===== config.mk =====
export PLATFORM = sky130hd
export DESIGN_NAME = nap_ctrl
export DESIGN_NICKNAME = d
export VERILOG_FILES = /design/src/rtl/nap_pkg.sv /design/src/rtl/nap_sync.sv /design/src/rtl/nap_timer.sv /design/src/rtl/nap_ctrl.sv
export SDC_FILE = /design/constraint.sdc
export NUM_CORES = 1
export LEC_CHECK = 0
export BUFFER_PORTS_ARGS = -buffer_cell sky130_fd_sc_hd__buf_2
export CORE_AREA = 2 2 39 41
export DETAILED_ROUTE_END_ITERATION = 8
export DIE_AREA = 0 0 41 43
export PLACE_DENSITY = 0.53
export SYNTH_ARGS = -nofsm -noshare
export SYNTH_HDL_FRONTEND = slang
export SYNTH_HIERARCHICAL = 1
export SYNTH_SLANG_ARGS = --single-unit

===== constraint.sdc =====
create_clock -name clk -period 1.09 [get_ports clk]
set_input_delay 0.0545 -clock clk [delete_from_list [all_inputs] [get_ports clk]]
set_output_delay 0.0545 -clock clk [all_outputs]
set_load 0.05 [all_outputs]

===== src/rtl/nap_pkg.sv =====
package nap_pkg;
    typedef enum logic [1:0] {
        ST_AWAKE      = 2'd0,
        ST_ENTERING   = 2'd1,
        ST_ASLEEP     = 2'd2,
        ST_RECOVERING = 2'd3
    } nap_state_e;
endpackage


===== src/rtl/nap_sync.sv =====
module nap_sync #(
    parameter int STAGES = 2
) (
    input  logic clk,
    input  logic rst_n,
    input  logic d_async,
    output logic q_sync
);
    logic [STAGES-1:0] chain;

    always_ff @(posedge clk or negedge rst_n) begin
        if (!rst_n) chain[0] <= 1'b0;
        else        chain[0] <= d_async;
    end

    for (genvar i = 1; i < STAGES; i++) begin : g_stage
        always_ff @(posedge clk or negedge rst_n) begin
            if (!rst_n) chain[i] <= 1'b0;
            else        chain[i] <= chain[i-1];
        end
    end

    assign q_sync = chain[STAGES-1];
endmodule


===== src/rtl/nap_timer.sv =====
module nap_timer #(
    parameter int W = 1
) (
    input  logic         clk,
    input  logic         rst_n,
    input  logic         load,
    input  logic [W-1:0] load_val,
    output logic         expired
);
    logic [W-1:0] cnt;

    always_ff @(posedge clk or negedge rst_n) begin
        if (!rst_n)              cnt <= '0;
        else if (load)           cnt <= load_val;
        else if (cnt != '0)      cnt <= cnt - W'(1);
    end

    assign expired = (cnt == '0);
endmodule


===== src/rtl/nap_ctrl.sv =====
module nap_ctrl
    import nap_pkg::*;
#(
    parameter int SYNC_STAGES  = 2,
    parameter int ENTRY_CYCLES = 2,
    parameter int EXIT_CYCLES  = 2
) (
    input  logic clk,
    input  logic rst_n,
    input  logic sleep_req_async,
    input  logic dev_idle,
    input  logic access_req,
    output logic sleep_active,
    output logic block_access,
    output logic bus_hiz,
    output logic proto_err
);
    localparam int LONGEST = (ENTRY_CYCLES > EXIT_CYCLES) ? ENTRY_CYCLES : EXIT_CYCLES;
    localparam int CNT_W   = (LONGEST > 2) ? $clog2(LONGEST) : 1;
    localparam logic [CNT_W-1:0] ENTRY_LOAD = CNT_W'(ENTRY_CYCLES - 1);
    localparam logic [CNT_W-1:0] EXIT_LOAD  = CNT_W'(EXIT_CYCLES - 1);

    nap_state_e       state_q, state_nx;
    logic             req_s;
    logic             tmr_load, tmr_done;
    logic [CNT_W-1:0] tmr_val;
    logic             err_cond, err_q;

    nap_sync #(.STAGES(SYNC_STAGES)) u_sync (
        .clk     (clk),
        .rst_n   (rst_n),
        .d_async (sleep_req_async),
        .q_sync  (req_s)
    );

    // Next state
    always_comb begin
        state_nx = state_q;
        unique case (state_q)
            ST_AWAKE:      if (req_s) state_nx = ST_ENTERING;
            ST_ENTERING: begin
                if (!req_s)        state_nx = ST_RECOVERING;
                else if (tmr_done) state_nx = ST_ASLEEP;
            end
            ST_ASLEEP:     if (!req_s) state_nx = ST_RECOVERING;
            ST_RECOVERING: if (tmr_done) state_nx = ST_AWAKE;
            default:       state_nx = ST_AWAKE;
        endcase
    end

    assign tmr_load = (state_nx != state_q);
    assign tmr_val  = (state_nx == ST_ENTERING) ? ENTRY_LOAD : EXIT_LOAD;

    nap_timer #(.W(CNT_W)) u_timer (
        .clk      (clk),
        .rst_n    (rst_n),
        .load     (tmr_load),
        .load_val (tmr_val),
        .expired  (tmr_done)
    );

    // State register
    always_ff @(posedge clk or negedge rst_n) begin
        if (!rst_n) state_q <= ST_AWAKE;
        else        state_q <= state_nx;
    end

    // Outputs
    always_comb begin
        sleep_active = 1'b0;
        bus_hiz      = 1'b1;
        unique case (state_q)
            ST_AWAKE:      bus_hiz      = 1'b0;
            ST_ENTERING:   bus_hiz      = 1'b1;
            ST_ASLEEP:     sleep_active = 1'b1;
            ST_RECOVERING: bus_hiz      = 1'b1;
            default:       bus_hiz      = 1'b1;
        endcase
        block_access = bus_hiz | req_s;
    end

    // Protocol error pulse
    assign err_cond = ((state_q == ST_AWAKE) && req_s && !dev_idle) ||
                      ((state_q == ST_RECOVERING) && access_req);

    always_ff @(posedge clk or negedge rst_n) begin
        if (!rst_n) err_q <= 1'b0;
        else        err_q <= err_cond;
    end

    assign proto_err = err_q;

    // Checks
    a_r2_sync_delay: assert property (@(posedge clk) disable iff (!rst_n)
        $rose(block_access) |-> $past(sleep_req_async, SYNC_STAGES));

    if (ENTRY_CYCLES >= 2) begin : g_chk_entry
        a_r3_entry_latency: assert property (@(posedge clk) disable iff (!rst_n)
            $rose(sleep_active) |-> ($past(state_q) == ST_ENTERING) &&
                                    ($past(state_q, 2) == ST_ENTERING));
    end

    if (EXIT_CYCLES >= 2) begin : g_chk_exit
        a_r4_recovery_window: assert property (@(posedge clk) disable iff (!rst_n)
            $fell(bus_hiz) |-> ($past(state_q) == ST_RECOVERING) &&
                               ($past(state_q, 2) == ST_RECOVERING));
    end

    a_r7_err_from_awake: assert property (@(posedge clk) disable iff (!rst_n)
        (proto_err && ($past(state_q) == ST_AWAKE)) |-> !$past(dev_idle));

    a_r8_err_from_recovery: assert property (@(posedge clk) disable iff (!rst_n)
        (proto_err && ($past(state_q) == ST_RECOVERING)) |-> $past(access_req));

    a_r9_quiet_when_asleep: assert property (@(posedge clk) disable iff (!rst_n)
        (($past(state_q) == ST_ASLEEP) || ($past(state_q) == ST_ENTERING)) |-> !proto_err);
endmodule


# Yosys cells after proc, flatten, opt, wreduce, memory -nomap -nowiden
# Index checks and enable logic that the tools add are counted.
word_totals:
  ff_bits: 6
  inputBits: 5
  output_inout_bits: 4
  word_cells: 27
op_classes:
  add_sub_neg: 1
  n_eq_ne: 4
  muxes: 10
  bitwise: 1
  n_reduce_logical: 6
op_table:
  columns: ["cell", "count"]
  rows:
  - ["$mux W2", 5]
  - ["$pmux W2 S4", 1]
  - ["$eq A2 B2 Y1 const B", 2]
  - ["$mux W1", 4]
  - ["$logic_and A1 B1 Y1", 3]
  - ["$eq A2 B1 Y1 const B", 1]
  - ["$logic_not A2 Y1", 1]
  - ["$ne A2 B2 Y1", 1]
  - ["$logic_not A1 Y1", 1]
  - ["$logic_or A1 B1 Y1", 1]
  - ["$or A1 B1 Y1", 1]
  - ["$sub A1 B1 Y1 const B", 1]

# Logic depth before layout (Yosys ltp)
# Gate-level depths: netlist of run 1.
depth:
  depth_word: 5
  mapped_depth: 4
  depth_no_buf: 4

# Hierarchy
# The synthesis of run 1 kept the hierarchy.
modules_own_cells:
  columns: ["mod", "instances", "cells_per_inst", "area_per_inst_um2", "seq_area_each_um2"]
  rows:
  - ["nap_ctrl", 1, 21, 206.4, 75.1]
  - ["nap_sync", 1, 2, 50.0, 50.0]
  - ["nap_timer", 1, 3, 35.0, 25.0]

# Worst setup path after synthesis of run 1
# OpenSTA, ideal clock, no wires.
synth_timing:
  path_type: "register to output"
  from: "reg state_q[1]"
  to: "out sleep_active"
  t_arrival_ns: 1.155
  t_required_ns: 1.036
  slack_ns: -0.120
  path_stages_with_launch: 4
  n_path_buf: 1
  cell_sequence: "dfrtp_1 -> buf_2 -> inv_1 -> nor2_1"
synth_via:
  elab_chain_cells: 2
synth_rtl:
  columns: ["element", "line", "text"]
  rows:
  - ["start, declared", "nap_ctrl.sv:23", "nap_state_e state_q, state_nx;"]
  - ["start signal, assigned", "nap_ctrl.sv:65", "else state_q <= state_nx;"]
  - ["$eq A2 B2 Y1", "nap_ctrl.sv:72", "unique case (state_q)"]
  - ["$mux W1", "nap_ctrl.sv:72", null]
  - ["end, declared", "nap_ctrl.sv:13", "output logic sleep_active,"]
# No other way between the ends.

# Final worst setup path of run 1
layout_timing:
  from: "reg state_q[1]"
  to: "out block_access"
layout_via:
  elab_chain_cells: 3
layout_rtl:
  columns: ["element", "line", "text"]
  rows:
  - ["$logic_not A2 Y1", "nap_ctrl.sv:72", null]
  - ["$mux W1", "nap_ctrl.sv:72", null]
  - ["$or A1 B1 Y1", "nap_ctrl.sv:79", "block_access = bus_hiz | req_s;"]
  - ["end, declared", "nap_ctrl.sv:14", "output logic block_access,"]
# No other way between the ends.

==> out/metrics.csv, run 1 <==
metric,value,unit
status,finished with violations,
failing checks,negative setup slack,
drc violations,0,
layout cells sized above 1,0.6279,
Critical Path AT,1180,ps
Area Growth Syn to Fin,63.09,%
top cell type's share of synthesized area,0.5150,
detailed placement HPWL,342.8,um
M2 GR Usage,0.1125,
post-synth top area cell,dfrtp_1,
number of detailed-route iterations in the first pass,1,
CTS tree,yes,
most frequent cell after synthesis,dfrtp_1,
diode count,0,
fraction of registers with async set/reset,1.000,
leak pwr,0.2243,nW
synthesized area,291.5,sq um
largest family of logic cells by synthesized area,compound AO/OA/AOI/OAI gates,
RSZ-0062 raised after global routing,true,
FMAX,0.8070,GHz
Internal Power,0.9091,mW
placed cell areas,357.8,sq um
power share of the combinational group,0.639,
largest net degree at the start of global routing,7,
Max-Cap Viols,0,
R2R Path Start,state_q[0]$_DFF_PN0_,
Psw,0.6034,mW
Synth cell types,18,
register area share after synthesis,0.5150,
clock-pin slew on the worst setup and hold paths,50,ps
power per cell area,3181,nW/um^2
Boundary Pins,9,
Sw Ratio,0.3990,
sequential power share,0.229,
final slew viol count,0,
Mapped Nets,31,
crit path to,block_access,
fill cell count,143,
Final WS setup,-149.1,ps
"top cells by count, synth","dfrtp_1, inv_1, mux2i_1, nand2b_1",
"Core Util, Final",0.3436,
Final period util,1.137,
crit path max fanout,5,
Post-Synth Simple-Gate Area,0.1459,
RePlAce Congestion,0.5677,
Fin Clk Skew,3.246,ps
Synth Area in Compound Gates,0.1459,
met3 usage,0.03141,
post-route ant nets,0,
Post-synth EDFFs,0,
clock root cell,clkbuf_4,
critical path's largest stage delay,420,ps
HP Class,in2reg,
first-pass GRT wire length,917,um
multiplexer share of the synthesized area,0.06867,
global route hottest layer,met2,
Synth area leaders,"dfrtp_1, mux2i_1, nand2b_1",
"Cell Chain, Critical Path",or3_4 > buf_6,
Post-Synthesis Cells,26,
Tmin final,1239,ps
Final Hold Fails,0,
Die H,43,um
"Top FF cell, synth",dfrtp_1,
synthesized area per cell,11.21,sq um
Total GRT Usage,0.08012,
count of input and output buffers,8,
Final setup viols,4,
xor/xnor share of the synthesized area,0.03004,
CP max stage cell,dfrtp_2,
clock share of power,0.132,
VDD IR max,0.8248,mV
adder-cell share of the synthesized area,0,
Total Routed Length,496,um
crit end category,output port,
Die X,41,um
Setup crit start kind,flip-flop,
WP data required,1040,ps
Critical Path Source,state_q[1]$_DFF_PN0_,
H-tree Lvls,1,
via count,228,
gr ovfl total,0,
Clock Sinks,6,
number of DRC violations after detailed-routing iteration 0,0,
Worst-Skew Late Latency,240,ps
Worst R2R Path Depth,5,
wire length per cell,8.407,um
Final Net Count,50,
fin area,475.5,sq um
Yosys warning count,6,
Core Area,1384,sq um
CTS Buf Count,3,
kind of critical path,reg2out,
drt via density,3.864,
count of state elements after synthesis,6,
GRT met1 Usage,0.09302,
worst reg2reg endpoint,u_timer/cnt$_DFF_PN0_,
antenna violations before repair,0,
Worst R2R Setup Slack,-10,ps
Clock Tree Buf Depth,2,
Starting Density,0.2107,
number of global-route vias before repair,240,
Die ar.,1763,sq um
Rows,14,
## how the worst min path moves through the flow
stage,startpoint,to,depth (start not counted)
3_5_place_dp,rst_n,state_q[1]$_DFF_PN0_,1
5_1_grt,access_req,proto_err$_DFF_PN0_,3
4_1_cts,access_req,proto_err$_DFF_PN0_,3
6_report,access_req,proto_err$_DFF_PN0_,3
3_3_place_gp,rst_n,state_q[1]$_DFF_PN0_,1
2_1_floorplan,rst_n,proto_err$_DFF_PN0_,0
## metrics by stage
| stage | hold WS, ps | power, mW | TNS [ps] | setup WS, ps | std cells |
|---|---|---|---|---|---|
| floorplan | -241.1 | 0.9250 | 0 | 77.06 | 26 |
| global route | 77.99 | 1.615 | -529.4 | -183.9 | 59 |
| global placement | -113.8 | 1.034 | 0 | 17.41 | 50 |
| CTS | 58.90 | 1.494 | -377.3 | -161.6 | 59 |
| finish | 62.71 | 1.512 | -335.2 | -149.1 | 59 |
| detailed placement | -113.9 | 1.036 | 0 | 2.203 | 50 |
## power by group through the flow
stage / clock network (mW) / registers [mW] / logic, mW
after floorplan: 0 / 0.367 / 0.558
after global placement: 0 / 0.367 / 0.667
after detailed placement: 0 / 0.370 / 0.666
after CTS: 0.213 / 0.346 / 0.936
after global routing: 0.222 / 0.357 / 1.04
final: 0.200 / 0.347 / 0.966
## per-layer routing
layer	vias to the layer above	wire length [um]
met2	4	248
met3	0	19
met5	-	0
met4	0	0
li1	118	-
met1	106	228
## placed cells by master, fill, tap and decap left out, types with 2 or more instances in the layout
master         n
buf_4          3
mux2i_1        2
buf_6          6
buf_2          5
nand2b_1       2
dfrtp_1        4
clkbuf_4       3
dlygate4sd3_1  2
dfrtp_2        2
## flip-flops by register name, indices dropped and copies added (netlist names)
name	count
u_sync/q_sync	1
state_q	2
u_sync/chain	1
u_timer/cnt	1
proto_err	1
## cell families after synthesis
| group | Yosys count |
|---|---|
| mux | 2 |
| buf+inv | 4 |
| xor+xnor | 1 |
| simple gates | 7 |
| flops | 6 |
| other cells | 1 |
| compound gates | 5 |
## critical path, delay by kind of cell (launching register included)
family | cells | cell delay, ps
flip-flops | 1 | 420
AND/OR/NAND/NOR | 1 | 370
buffers and inverters | 1 | 160
## area by class of cell
cell class / instances / area (sq um) / share of cell area
flip-flops and latches: 6 / 152.6 / 0.3211
inverters: 2 / 7.507 / 0.01579
clock buffers: 3 / 22.52 / 0.04737
multi-input cells: 16 / 137.6 / 0.2895
repair buffers: 16 / 135.1 / 0.2842
well taps: 16 / 20.02 / 0.04211
## repair_timing
item                                    in CTS  in global routing
endpoints found under the hold margin        7                  0
gates resized for setup                     11                  3
setup buffers                                4                  0
hold buffers                                 2                  0
endpoints found under the setup margin       3                  4
pin swaps                                    1                  1
No activity file was read; power rests on OpenSTA's default activity.
==> run 2, diff against run 1 <==
--- a/config.mk
+++ b/config.mk
@@ -7,6 +7,7 @@
 export LEC_CHECK = 0
 export BUFFER_PORTS_ARGS = -buffer_cell sky130_fd_sc_hd__buf_2
 export CORE_AREA = 2 2 39 41
+export CTS_BUF_LIST = sky130_fd_sc_hd__clkbuf_4 sky130_fd_sc_hd__clkbuf_8
 export DETAILED_ROUTE_END_ITERATION = 8
 export DIE_AREA = 0 0 41 43
 export PLACE_DENSITY = 0.53
==> constraint.sdc (replaced) <==
create_clock -name clk -period 1.2 [get_ports clk]
set_input_delay 0.06 -clock clk [delete_from_list [all_inputs] [get_ports clk]]
set_output_delay 0.06 -clock clk [all_outputs]
set_load 0.05 [all_outputs]
==> out/metrics.csv, run 2 (synthesis results as in run 1) <==
metric,value,unit
drc violations,0,
dpl ws,112.8,ps
number of detailed-route iterations in the first pass,4,
crit path to,block_access,
FMAX,0.8062,GHz
Die H,43,um
fill cell count,146,
HP Class,in2reg,
total power,1.183,mW
Final Net Count,47,
"Cell Chain, Critical Path",or3_4 > buf_6,
critical path's largest stage delay,400,ps
Reg with most FFs,state_q,
Die X,41,um
Die ar.,1763,sq um
Final period util,1.034,
Starting Density,0.2107,
Final Hold Fails,0,
crit end category,output port,
placed cell areas,345.3,sq um
number of DRC violations after detailed-routing iteration 0,5,
fin area,421.7,sq um
Critical Path Source,state_q[1]$_DFF_PN0_,
layout cells sized above 1,0.5500,
crit path max fanout,3,
largest net degree at the start of global routing,7,
RePlAce Congestion,0.6434,
kind of critical path,reg2out,
drt via density,3.946,
leak pwr,0.1984,nW
wire length per cell,8.339,um
Boundary Pins,9,
Total GRT Usage,0.07708,
worst reg2reg endpoint,u_timer/cnt$_DFF_PN0_,
diode count,0,
Clock Sinks,6,
H-tree Lvls,1,
GRT met1 Usage,0.08970,
M2 GR Usage,0.09688,
Worst R2R Path Depth,4,
status,finished with violations,
Final WS setup,-40.38,ps
post-route ant nets,0,
fin cells,56,
via count,221,
number of global-route vias before repair,220,
Worst R2R Setup Slack,100,ps
CP max stage cell,dfrtp_2,
FF/Latch Area,152.6,sq um
CTS Buf Count,3,
clock root cell,clkbuf_4,
Post-Place Cells,49,
R2R Path Start,state_q[1]$_DFF_PN0_,
failing checks,negative setup slack,
count of input and output buffers,8,
Hold WS,64.36,ps
Tmin final,1240,ps
Core Area,1384,sq um
Multi-input gate area,125.1,sq um
power per cell area,2807,nW/um^2
setup TNS,-40.38,ps
WP data required,1140,ps
final slew viol count,0,
gr ovfl total,0,
"Core Util, Final",0.3047,
Clock Tree Buf Depth,2,
Final setup viols,1,
global route hottest layer,met2,
VDD IR max,0.7407,mV
"leading cell types in the layout, fill and taps excluded","buf_2, buf_4, dfrtp_1, clkbuf_4",
Worst-Skew Late Latency,240,ps
Setup crit start kind,flip-flop,
CTS tree,yes,
Total Routed Length,467,um
Critical Path AT,1180,ps
RSZ-0062 raised after global routing,true,
Rows,14,
met3 usage,0.03141,
max reg flops,2,
clock-pin slew on the worst setup and hold paths,40,ps
Fin Clk Skew,2.063,ps
antenna violations before repair,0,
Area Growth Syn to Fin,44.63,%
detailed placement HPWL,356.8,um
first-pass GRT wire length,841,um
Max-Cap Viols,0,
-- run 2: layout make-up --
cell class | count | area share
Inverter | 2 | 0.01780
Tap cell | 16 | 0.04748
Sequential cell | 6 | 0.3620
Timing Repair Buffer | 13 | 0.2226
Clock buffer | 3 | 0.05341
Multi-Input combinational cell | 16 | 0.2967
-- run 2: worst min path at each step --
| stage | to | startpoint | cells past startpoint | slack (ps) |
|---|---|---|---|---|
| floorplan | proto_err$_DFF_PN0_ | rst_n | 0 | -240 |
| global placement | u_sync/chain[0]$_DFF_PN0_ | rst_n | 1 | -110 |
| detailed placement | u_sync/chain[0]$_DFF_PN0_ | rst_n | 1 | -110 |
| CTS | proto_err$_DFF_PN0_ | access_req | 3 | 60 |
| global route | proto_err$_DFF_PN0_ | access_req | 3 | 80 |
| finish | proto_err$_DFF_PN0_ | access_req | 3 | 60 |
-- run 2: worst max-delay path, delay by kind of cell, from the launching register on --
family / cells / cell delay (ps)
flops: 1 / 400
simple gates: 1 / 380
buf+inv: 1 / 160
-- run 2: report_power, final --
part / total [mW] / switching (mW) / internal (mW)
Clock: 0.177 / 0.0648 / 0.113
Combinational: 0.695 / 0.390 / 0.306
Sequential: 0.311 / 0.0386 / 0.272
Total: 1.18 / 0.493 / 0.690
-- run 2: per-layer routing --
layer | share of wire | vias up
li1 | - | 110
met1 | 0.45 | 104
met2 | 0.51 | 7
met3 | 0.036 | 0
met4 | 0 | 0
met5 | 0 | -
-- run 2: timing repair --
item	CTS	global route
setup buffers	2	0
gates resized for setup	4	5
endpoints found under the hold margin	7	0
endpoints found under the setup margin	3	3
pin swaps	0	1
hold buffers	2	0
==> run 3, diff against run 2 <==
--- a/config.mk
+++ b/config.mk
@@ -10,7 +10,7 @@
 export CTS_BUF_LIST = sky130_fd_sc_hd__clkbuf_4 sky130_fd_sc_hd__clkbuf_8
 export DETAILED_ROUTE_END_ITERATION = 8
 export DIE_AREA = 0 0 41 43
-export PLACE_DENSITY = 0.53
+export PLACE_DENSITY = 0.39
 export SYNTH_ARGS = -nofsm -noshare
 export SYNTH_HDL_FRONTEND = slang
 export SYNTH_HIERARCHICAL = 1
==> out/metrics.csv, run 3 (synthesis results as in run 1) <==
metric,value,unit
post-route ant nets,0,
HP Class,in2reg,
crit end category,output port,
gr ovfl total,0,
status,finished with violations,
wire length per cell,8.702,um
min-delay src,access_req,
Die ar.,1763,sq um
Worst-Skew Late Latency,240,ps
kind of critical path,reg2out,
WP data required,1140,ps
"Cell Chain, Critical Path",or3_4 > buf_6,
Core Area,1384,sq um
Hold WS,78.83,ps
CTS Buf Count,3,
max reg flops,2,
crit-path leading delay family,flip-flops,
FMAX,0.7989,GHz
count of input and output buffers,8,
number of DRC violations after detailed-routing iteration 0,0,
RSZ-0062 raised after global routing,true,
Die X,41,um
largest net degree at the start of global routing,7,
Worst R2R Setup Slack,80,ps
diode count,0,
R2R Path Start,state_q[1]$_DFF_PN0_,
Max-Cap Viols,0,
Die H,43,um
M2 GR Usage,0.1063,
crit path max fanout,4,
Hold Crit Endpoint,proto_err$_DFF_PN0_,
met3 usage,0.07853,
VDD IR max,0.9699,mV
leak pwr,0.2067,nW
Final setup viols,1,
Area Growth Syn to Fin,49.36,%
critical path's largest stage delay,400,ps
Total Routed Length,496,um
CP Buf/Inv Count,1,
final slew viol count,0,
global route hottest layer,met2,
GRT met1 Usage,0.08170,
antenna violations before repair,0,
failing checks,negative setup slack,
total power,1.237,mW
H-tree Lvls,1,
Reg with most FFs,state_q,
drc violations,0,
Total GRT Usage,0.08073,
number of global-route vias before repair,226,
Rows,14,
Setup crit start kind,flip-flop,
Boundary Pins,9,
Critical Path AT,1190,ps
clock-pin slew on the worst setup and hold paths,40,ps
first-pass GRT wire length,869,um
Final period util,1.043,
RePlAce Congestion,0.6330,
Clock Sinks,6,
CTS tree,yes,
"leading cell types in the layout, fill and taps excluded","buf_2, dfrtp_1, buf_4, clkbuf_4, buf_6",
detailed placement HPWL,361.4,um
Clock Tree Buf Depth,2,
drt via density,4.000,
layout cells sized above 1,0.5366,
worst reg2reg endpoint,u_timer/cnt$_DFF_PN0_,
Worst Hold Depth,3,
Final WS setup,-51.75,ps
via count,228,
Worst R2R Path Depth,4,
Final Hold Fails,0,
Starting Density,0.2107,
Tmin final,1252,ps
Fin Clk Skew,1.125,ps
Final Net Count,48,
clock root cell,clkbuf_4,
number of detailed-route iterations in the first pass,1,
CP max stage cell,dfrtp_1,
fill cell count,155,
power per cell area,2840,nW/um^2
[run 3: changes by cell type in the layout (fill, tap and decap cells not counted)]
cell and change:
dfrtp_2 -1, dfrtp_1 +1, buf_6 +2, buf_4 -1
[run 3: final cells by class]
cell class | instances | area (sq um) | area share
Sequential cell | 6 | 151.4 | 0.3477
Multi-Input combinational cell | 16 | 125.1 | 0.2874
Timing Repair Buffer | 14 | 108.9 | 0.2500
Clock buffer | 3 | 22.52 | 0.05172
Tap cell | 16 | 20.02 | 0.04598
Inverter | 2 | 7.507 | 0.01724
[run 3: metal layers]
layer,vias to the layer above,share of wire
met1,109,0.40
li1,113,-
met5,-,0
met2,6,0.53
met4,0,0
met3,0,0.075
[run 3: where the power goes]
part / total (mW) / switching (mW) / internal [mW]
clock: 0.178 / 0.0653 / 0.113
sequential: 0.319 / 0.0469 / 0.272
combinational: 0.740 / 0.394 / 0.346
total: 1.24 / 0.506 / 0.731
[run 3: worst max path at each step]
stage / startpoint / to / slack [ps] / depth (start not counted)
4_1_cts: state_q[0]$_DFF_PN0_ / block_access / -70 / 2
2_1_floorplan: state_q[0]$_DFF_PN0_ / block_access / 70 / 2
5_1_grt: state_q[0]$_DFF_PN0_ / block_access / -110 / 2
3_5_place_dp: state_q[1]$_DFF_PN0_ / block_access / 120 / 2
6_report: state_q[0]$_DFF_PN0_ / block_access / -50 / 2
3_3_place_gp: state_q[1]$_DFF_PN0_ / block_access / 140 / 2
[run 3: worst min-delay path, delay by kind of cell]
kind	cells	cell delay, ps
buffers and inverters	1	80
AOI/OAI and AO/OA	1	60
and+or+nand+nor	1	90
[run 3: what timing repair did]
action,in CTS,in global routing
hold endpoints to repair,7,0
hold buffers,2,0
buffers inserted,3,0
setup endpoints to repair,3,3
resized for setup,4,5
[run 3: metrics by stage]
step | setup TNS (ps) | cells | worst slack [ps] | cell area [sq um] | util
2_1_floorplan | 0 | 26 | 73.49 | 294.0 | -
3_3_place_gp | 0 | 49 | 142.0 | 345.3 | 0.2495
3_5_place_dp | 0 | 49 | 117.9 | 345.3 | 0.2495
4_1_cts | -74.50 | 57 | -74.50 | 420.4 | 0.3038
5_1_grt | -124.9 | 57 | -106.8 | 435.4 | 0.3146
6_report | -51.75 | 57 | -51.75 | 435.4 | 0.3146
